==> config.mk <==
export PLATFORM = sky130hd
export DESIGN_NAME = lane_mgmt_regs
export DESIGN_NICKNAME = d
export VERILOG_FILES = /design/src/rtl/lane_mgmt_pkg.sv /design/src/rtl/lane_sigdet_sel.sv /design/src/rtl/lane_fault_latch.sv /design/src/rtl/lane_tx_gate.sv /design/src/rtl/lane_mgmt_regs.sv
export SDC_FILE = /design/constraint.sdc
export NUM_CORES = 1
export LEC_CHECK = 0
export BUFFER_PORTS_ARGS = -buffer_cell sky130_fd_sc_hd__buf_2
export CORE_ASPECT_RATIO = 0.9
export CORE_MARGIN = 3
export CORE_UTILIZATION = 35
export DETAILED_ROUTE_END_ITERATION = 6
export PLACE_DENSITY = 0.68
export REMOVE_ABC_BUFFERS = 1
export SYNTH_ARGS = -nofsm -noshare
export SYNTH_HDL_FRONTEND = slang
export SYNTH_SLANG_ARGS = --single-unit
==> constraint.sdc <==
create_clock -name clk -period 1.9 [get_ports clk]
set_clock_uncertainty 0.15 [all_clocks]
set_input_delay 0.285 -clock clk [delete_from_list [all_inputs] [get_ports clk]]
set_output_delay 0.285 -clock clk [all_outputs]
set_load 0.05 [all_outputs]
==> src/rtl/lane_mgmt_pkg.sv <==
package lane_mgmt_pkg;
  localparam int unsigned ADDR_W = 16;
  localparam int unsigned DATA_W = 16;

  localparam logic [ADDR_W-1:0] A_FAULT   = 16'h0001;
  localparam logic [ADDR_W-1:0] A_CAP_A   = 16'h0008;
  localparam logic [ADDR_W-1:0] A_TXDIS   = 16'h0009;
  localparam logic [ADDR_W-1:0] A_SIGDET  = 16'h000A;
  localparam logic [ADDR_W-1:0] A_CAP_B   = 16'h000B;
  localparam logic [ADDR_W-1:0] A_ALARM_0 = 16'h9003;
  localparam logic [ADDR_W-1:0] A_ALARM_1 = 16'h9004;

  localparam logic [DATA_W-1:0] CAP_A_VAL = 16'h0011;
  localparam logic [DATA_W-1:0] CAP_B_VAL = 16'h0001;
endpackage

==> src/rtl/lane_sigdet_sel.sv <==
module lane_sigdet_sel #(
  parameter int unsigned LANES       = 4,
  parameter int unsigned SYNC_STAGES = 2
) (
  input  logic             clk,
  input  logic             rst,
  input  logic             mode_cx4,
  input  logic [LANES-1:0] los_in,
  input  logic [LANES-1:0] cx4_det,
  output logic [LANES-1:0] det
);
  logic [LANES-1:0] sync_q [SYNC_STAGES];

  genvar s;
  generate
    for (s = 0; s < SYNC_STAGES; s++) begin : g_stage
      if (s == 0) begin : g_first
        always_ff @(posedge clk) begin
          if (rst) sync_q[s] <= '1;
          else     sync_q[s] <= los_in;
        end
      end else begin : g_rest
        always_ff @(posedge clk) begin
          if (rst) sync_q[s] <= '1;
          else     sync_q[s] <= sync_q[s-1];
        end
      end
    end
  endgenerate

  // loss is active high; detect is its inverse
  assign det = mode_cx4 ? cx4_det : ~sync_q[SYNC_STAGES-1];
endmodule

==> src/rtl/lane_fault_latch.sv <==
module lane_fault_latch #(
  parameter int unsigned LANES = 4
) (
  input  logic             clk,
  input  logic             rst,
  input  logic [LANES-1:0] fault_in,
  input  logic             clr,
  output logic [LANES-1:0] fault_q
);
  // a new event always wins over a clear in the same cycle
  always_ff @(posedge clk) begin
    if (rst) fault_q <= '0;
    else     fault_q <= (clr ? '0 : fault_q) | fault_in;
  end
endmodule

==> src/rtl/lane_tx_gate.sv <==
module lane_tx_gate #(
  parameter int unsigned LANES = 4
) (
  input  logic             clk,
  input  logic             rst,
  input  logic             mode_cx4,
  input  logic             tx_on,
  input  logic             dis_all,
  input  logic [LANES-1:0] dis_lane,
  output logic [LANES-1:0] tx_en,
  output logic [LANES-1:0] drv_off
);
  logic [LANES-1:0] permit;

  genvar n;
  generate
    for (n = 0; n < LANES; n++) begin : g_lane
      assign permit[n] = tx_on & ~dis_all & ~dis_lane[n];
      always_ff @(posedge clk) begin
        if (rst) begin
          tx_en[n]   <= 1'b0;
          drv_off[n] <= 1'b1;
        end else if (mode_cx4) begin
          tx_en[n]   <= 1'b1;
          drv_off[n] <= ~permit[n];
        end else begin
          tx_en[n]   <= permit[n];
          drv_off[n] <= 1'b0;
        end
      end
    end
  endgenerate
endmodule

==> src/rtl/lane_mgmt_regs.sv <==
module lane_mgmt_regs
  import lane_mgmt_pkg::*;
#(
  parameter int unsigned LANES       = 4,
  parameter int unsigned SYNC_STAGES = 2
) (
  input  logic              clk,
  input  logic              rst,
  input  logic [ADDR_W-1:0] addr,
  input  logic [DATA_W-1:0] wr_data,
  input  logic              wr_en,
  input  logic              rd_en,
  output logic [DATA_W-1:0] rd_data,
  input  logic              mode_cx4,
  input  logic              tx_on,
  input  logic [LANES-1:0]  los_in,
  input  logic [LANES-1:0]  cx4_det,
  input  logic [LANES-1:0]  fault_in,
  output logic [LANES-1:0]  tx_en,
  output logic [LANES-1:0]  drv_off
);
  localparam int unsigned CTL_W = LANES + 1;

  logic [CTL_W-1:0]  txdis_q;
  logic [LANES-1:0]  det;
  logic [LANES-1:0]  fault_q;
  logic              fault_clr;
  logic [DATA_W-1:0] rd_mux;

  always_ff @(posedge clk) begin
    if (rst)                             txdis_q <= '0;
    else if (wr_en && addr == A_TXDIS)   txdis_q <= wr_data[CTL_W-1:0];
  end

  assign fault_clr = rd_en && (addr == A_FAULT || addr == A_ALARM_0 || addr == A_ALARM_1);

  lane_sigdet_sel #(.LANES(LANES), .SYNC_STAGES(SYNC_STAGES)) u_sd (
    .clk(clk), .rst(rst), .mode_cx4(mode_cx4),
    .los_in(los_in), .cx4_det(cx4_det), .det(det)
  );

  lane_fault_latch #(.LANES(LANES)) u_flt (
    .clk(clk), .rst(rst), .fault_in(fault_in), .clr(fault_clr), .fault_q(fault_q)
  );

  lane_tx_gate #(.LANES(LANES)) u_tx (
    .clk(clk), .rst(rst), .mode_cx4(mode_cx4), .tx_on(tx_on),
    .dis_all(txdis_q[0]), .dis_lane(txdis_q[CTL_W-1:1]),
    .tx_en(tx_en), .drv_off(drv_off)
  );

  always_comb begin
    rd_mux = '0;
    unique case (addr)
      A_FAULT:   rd_mux[LANES-1:0] = fault_q;
      A_CAP_A:   rd_mux = CAP_A_VAL;
      A_TXDIS:   rd_mux[CTL_W-1:0] = txdis_q;
      A_SIGDET:  rd_mux[CTL_W-1:0] = {det, &det};
      A_CAP_B:   rd_mux = CAP_B_VAL;
      A_ALARM_0,
      A_ALARM_1: rd_mux[0] = |fault_q;
      default:   rd_mux = '0;
    endcase
  end

  always_ff @(posedge clk) begin
    if (rst)        rd_data <= '0;
    else if (rd_en) rd_data <= rd_mux;
  end
endmodule

== Word level (Yosys, flattened, before mapping) ==
Memories as Yosys holds them, arrays and structs flattened.
Index checks and enable logic that the tools add are counted.
Storage, ports and cells
  register bits: 22
  bits in latches: 0
  memory bits (writable): 8
  memory bits (read-only): 0
  bits of input ports: 50
  output and inout port bits: 24
  logic and storage cells: 63
  memories kept: 1
Operators by class
  $add $sub $neg: 0
  multipliers: 0
  div/mod/pow operators: 0
  order comparisons: 0
  equal/unequal tests: 7
  shift-type cells: 0
  multiplexer cells: 18
  bitwise operators: 18
  reduce and logical (&&, ||, !) cells: 8
Memory list
  u_sd.sync_q: depth 2, width 4, rd ports 2, clocked after Yosys merged registers in 0, wr ports 2, line lane_sigdet_sel.sv:12  | logic [LANES-1:0] sync_q [SYNC_STAGES];
Operators with widths (number)
  $eq 16x4->1 const B: 4
  $eq 16x16->1 const B: 2
  $eq 16x1->1 const B: 1
  $mux 4: 4
  $mux 1: 11
  $not 1->1: 9
  $pmux 3 s3: 1
  $and 1x1->1: 5
  $pmux 1 s5: 1
  $not 4->4: 1
  $or 4x4->4: 1
  $reduce_and 4->1: 1
  $reduce_or 2->1: 2
  $reduce_or 4->1: 1
  $pmux 1 s3: 1
  $logic_and 1x1->1: 2
  $logic_or 1x1->1: 2
  $or 1x1->1: 2

== Logic depth before layout (Yosys ltp) ==
Gate-level depths: netlist of run 1.
  word-level depth: 6
  mapped depth: 6
  depth with buffers taken out: 5

== By module ==
Synthesis of run 1 repeated with hierarchy kept, for this count alone.
Second synthesis, totals
  cells, all modules: 160
  area, all modules: 1437.6 um^2
Modules (own cells, without submodules)
  lane_mgmt_regs: instances 1, cells each 96, area an instance 779.5 um^2, sequential area each 200.2 um^2
  lane_tx_gate: instances 1, cells each 24, area an instance 272.8 um^2, sequential area each 160.2 um^2
  lane_sigdet_sel: instances 1, cells each 24, area an instance 245.2 um^2, sequential area each 160.2 um^2
  lane_fault_latch: instances 1, cells each 16, area an instance 140.1 um^2, sequential area each 80.1 um^2

== Worst setup path after synthesis of run 1 ==
Ideal clock, no wire load.
  kind: input-to-reg
  start point: input port addr[9]
  end point: register txdis_q[0]
  library setup time: 128 ps
  arrival time: 1637 ps
  required time: 1622 ps
  path slack: -15 ps
  cell stages on the path: 5
  buffers on the path: 0
  cell sequence: or4_4 nor4_4 nand4_2 mux2i_1 nor2_1
On the way
  longest elaborated chain between the ends: 2
RTL lines
  start: declaration: line lane_mgmt_regs.sv:9  | input logic [ADDR_W-1:0] addr,
  $eq 16x4->1: line lane_mgmt_regs.sv:32  | else if (wr_en && addr == A_TXDIS) txdis_q <= wr_data[CTL_W-1:0];
  $logic_and 1x1->1: line lane_mgmt_regs.sv:32
  end signal: assignment: line lane_mgmt_regs.sv:32
  end: declaration: line lane_mgmt_regs.sv:24  | logic [CTL_W-1:0] txdis_q;
No other way between the ends.
A chain may end at the register's enable or synchronous reset.

== Worst setup path in the final report of run 1 ==
  start point: input port addr[9]
  end point: register rd_data[3]
On the way
  longest elaborated chain between the ends: 2
RTL lines
  $eq 16x4->1 or $eq 16x1->1 (tied branches): line lane_mgmt_regs.sv:54  | unique case (addr)
  $pmux 3 s3 (*): line lane_mgmt_regs.sv:54
  end signal: assignment: line lane_mgmt_regs.sv:68  | else if (rd_en) rd_data <= rd_mux;
  end: declaration: line lane_mgmt_regs.sv:13  | output logic [DATA_W-1:0] rd_data,
Every way passes the cells marked *; elsewhere a longest branch is shown, timed or not.

==> flow_summary.toml, run 1 <==
[logic_synthesis]
ys_warn_count = 0
syn_avg_cell_area_sq_um = 8.56
synth_most_common_cell = "dfxtp_1"
synth_cell_types = 31
synth_seq_area_share_pct = 43.9
synth.largest_area_cell = "dfxtp_1"
synth_top_area_share_pct = 43.9
netlist_area_sq_mm = 0.00137
async_reset_ff_share_pct = 0
synthTopCellsByArea = "dfxtp_1, nor2_1, mux2i_1"
ys_dominant_reg_cell = "dfxtp_1"
ys_ff_latch = 30
syn_inst = 160
synth_edf_count = 0
ys_top_cells_by_count = "dfxtp_1, nor2_1, a21oi_1"

[drt]
drt_iter0_markers = 41
wl_per_cell_um = 11.6
route.final.wire_length_um = 3020
vias = 1218
via_per_inst = 4.68
firstDrtPassIters = 4
route.detailed.drc = 0
ant_nets = 0

[clock_tree]
post-cts-setup-buffers = 0
cts_resized = 0
clock-sinks = 30
cts-buffers-inserted = 5
htree_levels = 2
cts_tree = "yes"
root_buffer = "clkbuf_8"
clkLatencyLatePin_ns = 0.28
cts_buffer_depth = 2
ctsHoldBuffers = 0
clkSlewWorstSetupHoldPaths_ns = 0.06

[pwr]
p_sw_share_pct = 27.8
power_frac_clock_pct = 36.7
p_seq_share_pct = 47.2
power.density_mw_per_mm2 = 812
leakage_nw = 0.827
comb_power_share_pct = 16.2
total_power_mw = 1.41
p_int_mw = 1.02
ir_worst_vdd_mv = 0.497
p_sw_mw = 0.391

[finish]
final_core_util_pct = 48.8
n_antenna_cell = 0
drive_gt1_share_pct = 35.2
syn2layout_area_growth_pct = 26.8
fill_cells = 346
nets = 265

[global_route]
grt_pass1_wl_um = 4820
grtUsageTotal_pct = 13.3
antenna_found_initial = 0
grt_max_degree = 32
first_global_vias = 1083
grt-ovfl-total = 0

[worst_setup_path]
path_class = "input pin to flip-flop"
cp.arrival_ns = 1.81
cp.required_ns = 1.96
cp_max_fo = 5
end_kind = "flip-flop"
cpMaxStageDelayCell = "or4_4"
max_stage_delay_ns = 0.53
crit_buf_inv = 2
start_kind = "input pin"
worstPathCellList = "buf_2 > or4_4 > nor4_4 > buf_4 > and4_2 > a21oi_1 > nor2_1"
critical-path-top-delay-family = "simple AND/OR/NAND/NOR gates"
rrSetupSlack_ns = 0.62

[floorplanning]
fp.dieArea_sq_mm = 0.00470
fp.dieW_um = 71.9
die_h_um = 65.3
ioPinCount = 74
num_rows = 20
start_util_pct = 38.5
core_area_sq_mm = 0.00355

[timing]
worstMarginPinSlew_ns = 0.499
fin_crit_ns = 1.75
final_hold_viol_count = 0
max_freq_ghz = 0.572
drv_slew = 0
finalCritPeriodShare_pct = 92.0
setup_ws_ns = 0.153
setup_violations = 0
max_slew_margin_pct = 66.5
grt_setup_unrepaired = "false"
finalSetupTns_ns = 0

[placement]
place_ws_ns = -0.148
dp_hpwl_um = 2310
gp_congestion = 0.855
port-buffer-count = 51

[flow_run]
drv_cap = 0

[worst_hold_path]
hp-class = "input pin to flip-flop"

[outcome]
status = "finished, final reports clean"
-- cell usage in the layout, fill, tap and decap left out, drive strengths merged, types with 4 or more instances in the layout --
| master | netlist | layout |
|---|---|---|
| buf | 13 | 56 |
| clkbuf | 5 | 7 |
| o21ai | 6 | 6 |
| a21oi | 13 | 13 |
| nand4 | 4 | 4 |
| conb | 1 | 11 |
| dfxtp | 30 | 30 |
| nand2b | 7 | 7 |
| nor2b | 4 | 4 |
| or4 | 4 | 4 |
| or2 | 8 | 8 |
| nor2 | 29 | 29 |
| mux2i | 9 | 9 |
| nand2 | 7 | 7 |
-- power groups by stage --
stage               clock, mW  sequential, mW  combinational, mW
floorplan                   0           0.721             0.0977
global placement            0           0.677              0.225
detailed placement          0           0.678              0.227
CTS                     0.531           0.665              0.228
global route            0.556           0.667              0.247
finish                  0.516           0.664              0.228
-- layer usage --
layer | vias up | wire, um | global-route usage [%]
met3 | 11 | 223 | 4.59
li1 | 634 | - | -
met5 | - | 0 | 0
met2 | 46 | 1360 | 21.4
met4 | 0 | 61 | 4.93
met1 | 527 | 1380 | 16.3
-- worst paths after layout --
path	from	to	cells after the start
worst max-delay path	addr[9]	rd_data[3]$_SDFFE_PP0P_	7
worst min-delay path	los_in[3]	u_sd.sync_q[0][3]$_SDFF_PP1_	2
worst max register to register	u_flt.fault_q[3]$_SDFF_PP0_	rd_data[0]$_SDFFE_PP0P_	3
worst min register to register	u_sd.sync_q[0][2]$_SDFF_PP1_	u_sd.sync_q[1][2]$_SDFF_PP1_	1
-- flip-flops by register name (all words and copies together), names as in the netlist --
name           count
rd_data            5
txdis_q            5
u_flt.fault_q      4
u_sd.sync_q        8
u_tx.drv_off       4
u_tx.tx_en         4
-- stage by stage --
stage	hold WS, ns	cell area, sq um	std cells
6_report	0.0368	1740	260
5_1_grt	0.0402	1740	260
4_1_cts	0.0290	1740	260
3_5_place_dp	0.242	1640	252
3_3_place_gp	0.242	1640	252
2_1_floorplan	0.207	1300	152
-- kinds of logic (layout without fill, tap and decap cells) --
family	after synthesis	after routing	share of synthesized area (%)
AND/OR/NAND/NOR	72	72	29.1
flip-flops	30	30	43.9
AO/OA/AOI/OAI	28	28	11.6
buffers and inverters	20	66	8.59
multiplexers	9	9	6.58
other	1	11	0.274
-- final cells by class --
type / instances / area, sq um / area share (%)
inverter: 2 / 7.51 / 0.433
tap: 44 / 55.1 / 3.17
sequential: 30 / 601 / 34.6
clock inverter: 1 / 5.00 / 0.288
clock buffer: 7 / 86.3 / 4.97
timing repair buffer: 56 / 293 / 16.9
multi-input combinational: 120 / 688 / 39.7
Power figures use the tool's default switching activity.
==> run 2, diff against run 1 <==
--- a/config.mk
+++ b/config.mk
@@ -9,9 +9,11 @@
 export CORE_ASPECT_RATIO = 0.9
 export CORE_MARGIN = 3
 export CORE_UTILIZATION = 35
+export CTS_CLUSTER_SIZE = 28
 export DETAILED_ROUTE_END_ITERATION = 6
-export PLACE_DENSITY = 0.68
+export PLACE_DENSITY = 0.65
 export REMOVE_ABC_BUFFERS = 1
+export SKIP_LAST_GASP = 1
 export SYNTH_ARGS = -nofsm -noshare
 export SYNTH_HDL_FRONTEND = slang
 export SYNTH_SLANG_ARGS = --single-unit
==> constraint.sdc (replaced) <==
create_clock -name clk -period 2.2 [get_ports clk]
set_clock_uncertainty 0.15 [all_clocks]
set_input_delay 0.33 -clock clk [delete_from_list [all_inputs] [get_ports clk]]
set_output_delay 0.33 -clock clk [all_outputs]
set_load 0.05 [all_outputs]
==> run 2 against run 1 <==
Flip-flop and latch count unchanged. Clock power decreased by 18%. Sequential power decreased by 13%. Via count increased by 0.33%. Register-to-register slack improved by 0.27 ns.
==> flow_summary.toml, run 2 (synthesis gave the netlist of run 1 again) <==
[outcome]
status = "finished, final reports clean"

[finish]
largest_reg_flops = 8
final_core_util_pct = 47.7
syn2layout_area_growth_pct = 23.9
largestRegisters = "u_sd.sync_q (8), rd_data (5), txdis_q (5)"
n_antenna_cell = 0
fin_cells = 254
nets = 261
final_cell_area_sq_mm = 0.00170
drive_gt1_share_pct = 33.8
top_register = "u_sd.sync_q"
fill_cells = 358
final_common_cell = "buf_2"
layout.cells.most_common_list = "buf_2, dfxtp_1, nor2_1"

[pwr]
leakage_nw = 0.803
total_power_mw = 1.19
ir_worst_vdd_mv = 0.534
comb_power_share_pct = 16.2
p_int_mw = 0.864
p_sw_mw = 0.326
power.density_mw_per_mm2 = 701
p_seq_share_pct = 48.3
p_sw_share_pct = 27.4
power_frac_clock_pct = 35.5

[timing]
drv_slew = 0
setup_ws_ns = 0.341
final_hold_viol_count = 0
finalCritPeriodShare_pct = 84.5
grt_setup_unrepaired = "false"
finalSetupTns_ns = 0
holdWs_ns = 0.0801
max_freq_ghz = 0.538
setup_violations = 0
fin_crit_ns = 1.86

[placement]
postPlaceCellArea_sq_mm = 0.00161
place_ws_ns = 0.0421
port-buffer-count = 51
dp_hpwl_um = 2380
dp_cells = 248
gp_congestion = 0.777

[worst_setup_path]
cp_max_fo = 4
cp.arrival_ns = 1.86
worstPathCellList = "buf_2 > or4_4 > nor4_4 > o2111ai_1 > a21oi_1 > nor2_1"
start_kind = "input pin"
end_kind = "flip-flop"
rrSetupSlack_ns = 0.89
cp.required_ns = 2.20
max_stage_delay_ns = 0.53
cpMaxStageDelayCell = "or4_4"
path_class = "input pin to flip-flop"
crit_buf_inv = 1
critical-path-top-delay-family = "simple AND/OR/NAND/NOR gates"

[floorplanning]
start_util_pct = 38.5
num_rows = 20
core_area_sq_mm = 0.00355
fp.dieArea_sq_mm = 0.00470
die_h_um = 65.3
ioPinCount = 74
fp.dieW_um = 71.9

[clock_tree]
root_buffer = "clkbuf_8"
clkSlewWorstSetupHoldPaths_ns = 0.06
htree_levels = 2
cts_buffer_depth = 2
cts-buffers-inserted = 5
cts_resized = 0
clkLatencyLatePin_ns = 0.28
cts_tree = "yes"
clock-sinks = 30
post-cts-setup-buffers = 0
ctsHoldBuffers = 0

[global_route]
grt-ovfl-total = 0
grt_max_degree = 32
antenna_found_initial = 0
grt_pass1_wl_um = 4900
grtUsageTotal_pct = 13.6
first_global_vias = 1082

[flow_run]
drv_cap = 0

[drt]
ant_nets = 0
route.detailed.drc = 0
drt_iter0_markers = 37
firstDrtPassIters = 4
vias = 1222
via_per_inst = 4.81
wl_per_cell_um = 11.9
route.final.wire_length_um = 3020

[worst_hold_path]
hp-class = "input pin to flip-flop"
## run 2: changes by cell type in the layout (fill, tap and decap cells not counted)
cell / previous run / this run
buf_4: 5 / 1
clkinv_2: 1 / 0
clkbuf_1: 1 / 0
## run 2: cell type report
type	instances	area [sq um]	share of cell area, %
clock buffers	6	82.6	4.87
multi-input cells	120	688	40.6
repair buffers	52	263	15.5
flip-flops and latches	30	601	35.4
well taps	44	55.1	3.24
inverters	2	7.51	0.442
## run 2: worst reg2reg max path: cells and delay by family (launching register included)
kind,cells,cell delay [ns]
DFF,1,0.33
AOI/OAI and AO/OA,1,0.08
and+or+nand+nor,2,0.65
## run 2: path summary, 6_finish.rpt
kind                            cells after the start                         start                           end
worst max-delay path                                6                       addr[9]   u_flt.fault_q[3]$_SDFF_PP0_
worst min-delay path                                2                     los_in[0]  u_sd.sync_q[0][0]$_SDFF_PP1_
worst max register to register                      3   u_flt.fault_q[3]$_SDFF_PP0_       rd_data[0]$_SDFFE_PP0P_
worst min register to register                      1  u_sd.sync_q[0][1]$_SDFF_PP1_  u_sd.sync_q[1][1]$_SDFF_PP1_
## run 2: power by group through the flow
stage,Sequential (mW),Combinational (mW),Clock (mW)
after floorplan,0.622,0.0844,0
after global placement,0.586,0.192,0
after detailed placement,0.587,0.194,0
after CTS,0.575,0.194,0.436
after global routing,0.577,0.210,0.467
final,0.575,0.193,0.422
## run 2: routing by layer
metal | routed length (um) | part of all wire, % | up-vias | GRT usage [%]
li1 | - | - | 627 | -
met1 | 1350 | 45 | 549 | 16.9
met2 | 1340 | 44 | 39 | 20.5
met3 | 292 | 9.7 | 7 | 6.27
met4 | 40 | 1.3 | 0 | 4.93
met5 | 0 | 0 | - | 0
==> run 3, diff against run 2 <==
==> constraint.sdc (replaced) <==
create_clock -name clk -period 1.85 [get_ports clk]
set_clock_uncertainty 0.15 [all_clocks]
set_input_delay 0.2775 -clock clk [delete_from_list [all_inputs] [get_ports clk]]
set_output_delay 0.2775 -clock clk [all_outputs]
set_load 0.05 [all_outputs]
==> run 3 against run 2 <==
Cell area up 5.2%. Register-to-register slack worse by 0.34 ns. Final cell count increased by 4.7%. Global-route usage shrank 0.079 points. Flip-flop and latch count is the same. Critical path type unchanged. Largest power group unchanged.
==> flow_summary.toml, run 3 (synthesis gave the netlist of run 1 again) <==
[clock_tree]
cts_buffer_depth = 2
htree_levels = 2
root_buffer = "clkbuf_8"
post-cts-setup-buffers = 0
clkSlewWorstSetupHoldPaths_ns = 0.06
clock-sinks = 30
ctsHoldBuffers = 0
cts_tree = "yes"
cts-buffers-inserted = 5
clkLatencyLatePin_ns = 0.28
cts_resized = 0

[timing]
grt_setup_unrepaired = "true"
setup_ws_ns = 0.0570
setup_violations = 0
finalCritPeriodShare_pct = 96.9
final_hold_viol_count = 0
holdWs_ns = 0.0259
drv_slew = 0
max_freq_ghz = 0.558
fin_crit_ns = 1.79

[drt]
firstDrtPassIters = 4
drt_iter0_markers = 42
vias = 1239
route.final.wire_length_um = 2990
route.detailed.drc = 0
ant_nets = 0
via_per_inst = 4.66
wl_per_cell_um = 11.2

[pwr]
power.density_mw_per_mm2 = 824
comb_power_share_pct = 16.5
p_sw_mw = 0.419
p_int_mw = 1.05
leakage_nw = 0.856
p_seq_share_pct = 46.4
p_sw_share_pct = 28.5
power_frac_clock_pct = 37.1
total_power_mw = 1.47
ir_worst_vdd_mv = 0.522

[worst_setup_path]
path_class = "input pin to flip-flop"
rr_worst_depth = 3
startpoint = "addr[9]"
cp.arrival_ns = 1.80
end_kind = "flip-flop"
cp_max_fo = 5
cp.required_ns = 1.86
start_kind = "input pin"
worstSetupEndpoint = "txdis_q[1]$_SDFFE_PP0P_"
r2r-end = "rd_data[0]$_SDFFE_PP0P_"
crit-reg2reg-launch = "u_flt.fault_q[3]$_SDFF_PP0_"
rrSetupSlack_ns = 0.55

[outcome]
status = "finished, final reports clean"

[finish]
fin_cells = 266
largest_reg_flops = 8
final_cell_area_sq_mm = 0.00178
nets = 271
n_antenna_cell = 0
layout.cells.most_common_list = "buf_2, dfxtp_1, nor2_1"
final_common_cell = "buf_2"
largestRegisters = "u_sd.sync_q (8), rd_data (5), txdis_q (5)"
fill_cells = 342
syn2layout_area_growth_pct = 30.3
top_register = "u_sd.sync_q"
drive_gt1_share_pct = 37.4

[global_route]
first_global_vias = 1131
grt_max_degree = 32
grt_pass1_wl_um = 4840
grtUsageTotal_pct = 13.5
grt-ovfl-total = 0
antenna_found_initial = 0

[floorplanning]
fp.dieW_um = 71.9
num_rows = 20
fp.dieArea_sq_mm = 0.00470
start_util_pct = 38.5
core_area_sq_mm = 0.00355
die_h_um = 65.3
ioPinCount = 74

[placement]
port-buffer-count = 51
dp_cells = 258
postPlaceCellArea_sq_mm = 0.00169
place_ws_ns = -0.246
gp_congestion = 0.746
dp_hpwl_um = 2340

[worst_hold_path]
hp-class = "input pin to flip-flop"

[flow_run]
drv_cap = 0
run 3: changes by cell type in the layout (fill, tap and decap cells not counted), sizes merged:
cell	delta
buf	+10
clkinvlp	+1
clkinv	+1
run 3: worst min-delay path by stage:
stage / from / to / slack, ns / cells past startpoint
final: los_in[1] / u_sd.sync_q[0][1]$_SDFF_PP1_ / 0.03 / 2
after global routing: los_in[1] / u_sd.sync_q[0][1]$_SDFF_PP1_ / 0.02 / 2
after CTS: los_in[1] / u_sd.sync_q[0][1]$_SDFF_PP1_ / 0.02 / 2
after detailed placement: u_sd.sync_q[0][0]$_SDFF_PP1_ / u_sd.sync_q[1][0]$_SDFF_PP1_ / 0.25 / 1
after global placement: u_sd.sync_q[0][1]$_SDFF_PP1_ / u_sd.sync_q[1][1]$_SDFF_PP1_ / 0.24 / 1
after floorplan: rst / rd_data[1]$_SDFFE_PP0P_ / 0.20 / 1
run 3: per-stage QoR:
stage / util (%) / setup TNS (ns)
CTS: 50.2 / 0
global route: 50.2 / -0.339
finish: 50.2 / 0
detailed placement: 47.5 / -2.80
global placement: 47.5 / -2.70
floorplan: - / -0.276
run 3: layout make-up:
class / instances / area (sq um) / share of cell area [%]
clock inverter: 2 / 12.5 / 0.701
sequential: 30 / 601 / 33.7
tap: 44 / 55.1 / 3.09
clock buffer: 6 / 82.6 / 4.63
timing repair buffer: 62 / 338 / 18.9
inverter: 2 / 7.51 / 0.421
multi-input combinational: 120 / 688 / 38.6
run 3: critical path: stages:
cell and delay (ns):
buf_2 0.09, or4_4 0.53, nor4_4 0.32, nand4_2 0.29
mux2i_1 0.23, nor2_1 0.05
run 3: power groups by stage:
stage               combinational [mW]  clock, mW  sequential (mW)
detailed placement               0.242          0            0.697
global route                     0.262      0.589            0.686
CTS                              0.243      0.555            0.683
global placement                 0.241          0            0.697
finish                           0.242      0.545            0.682
floorplan                        0.100          0            0.740
run 3: routing by layer:
layer  global-route usage (%)  wire (um)  vias up  part of all wire [%]
li1                         -          -      644                     -
met1                     16.2       1340      547                    45
met2                     20.5       1320       42                    44
met3                     5.81        261        6                   8.7
met4                     7.04         68        0                   2.3
met5                        0          0        -                     0
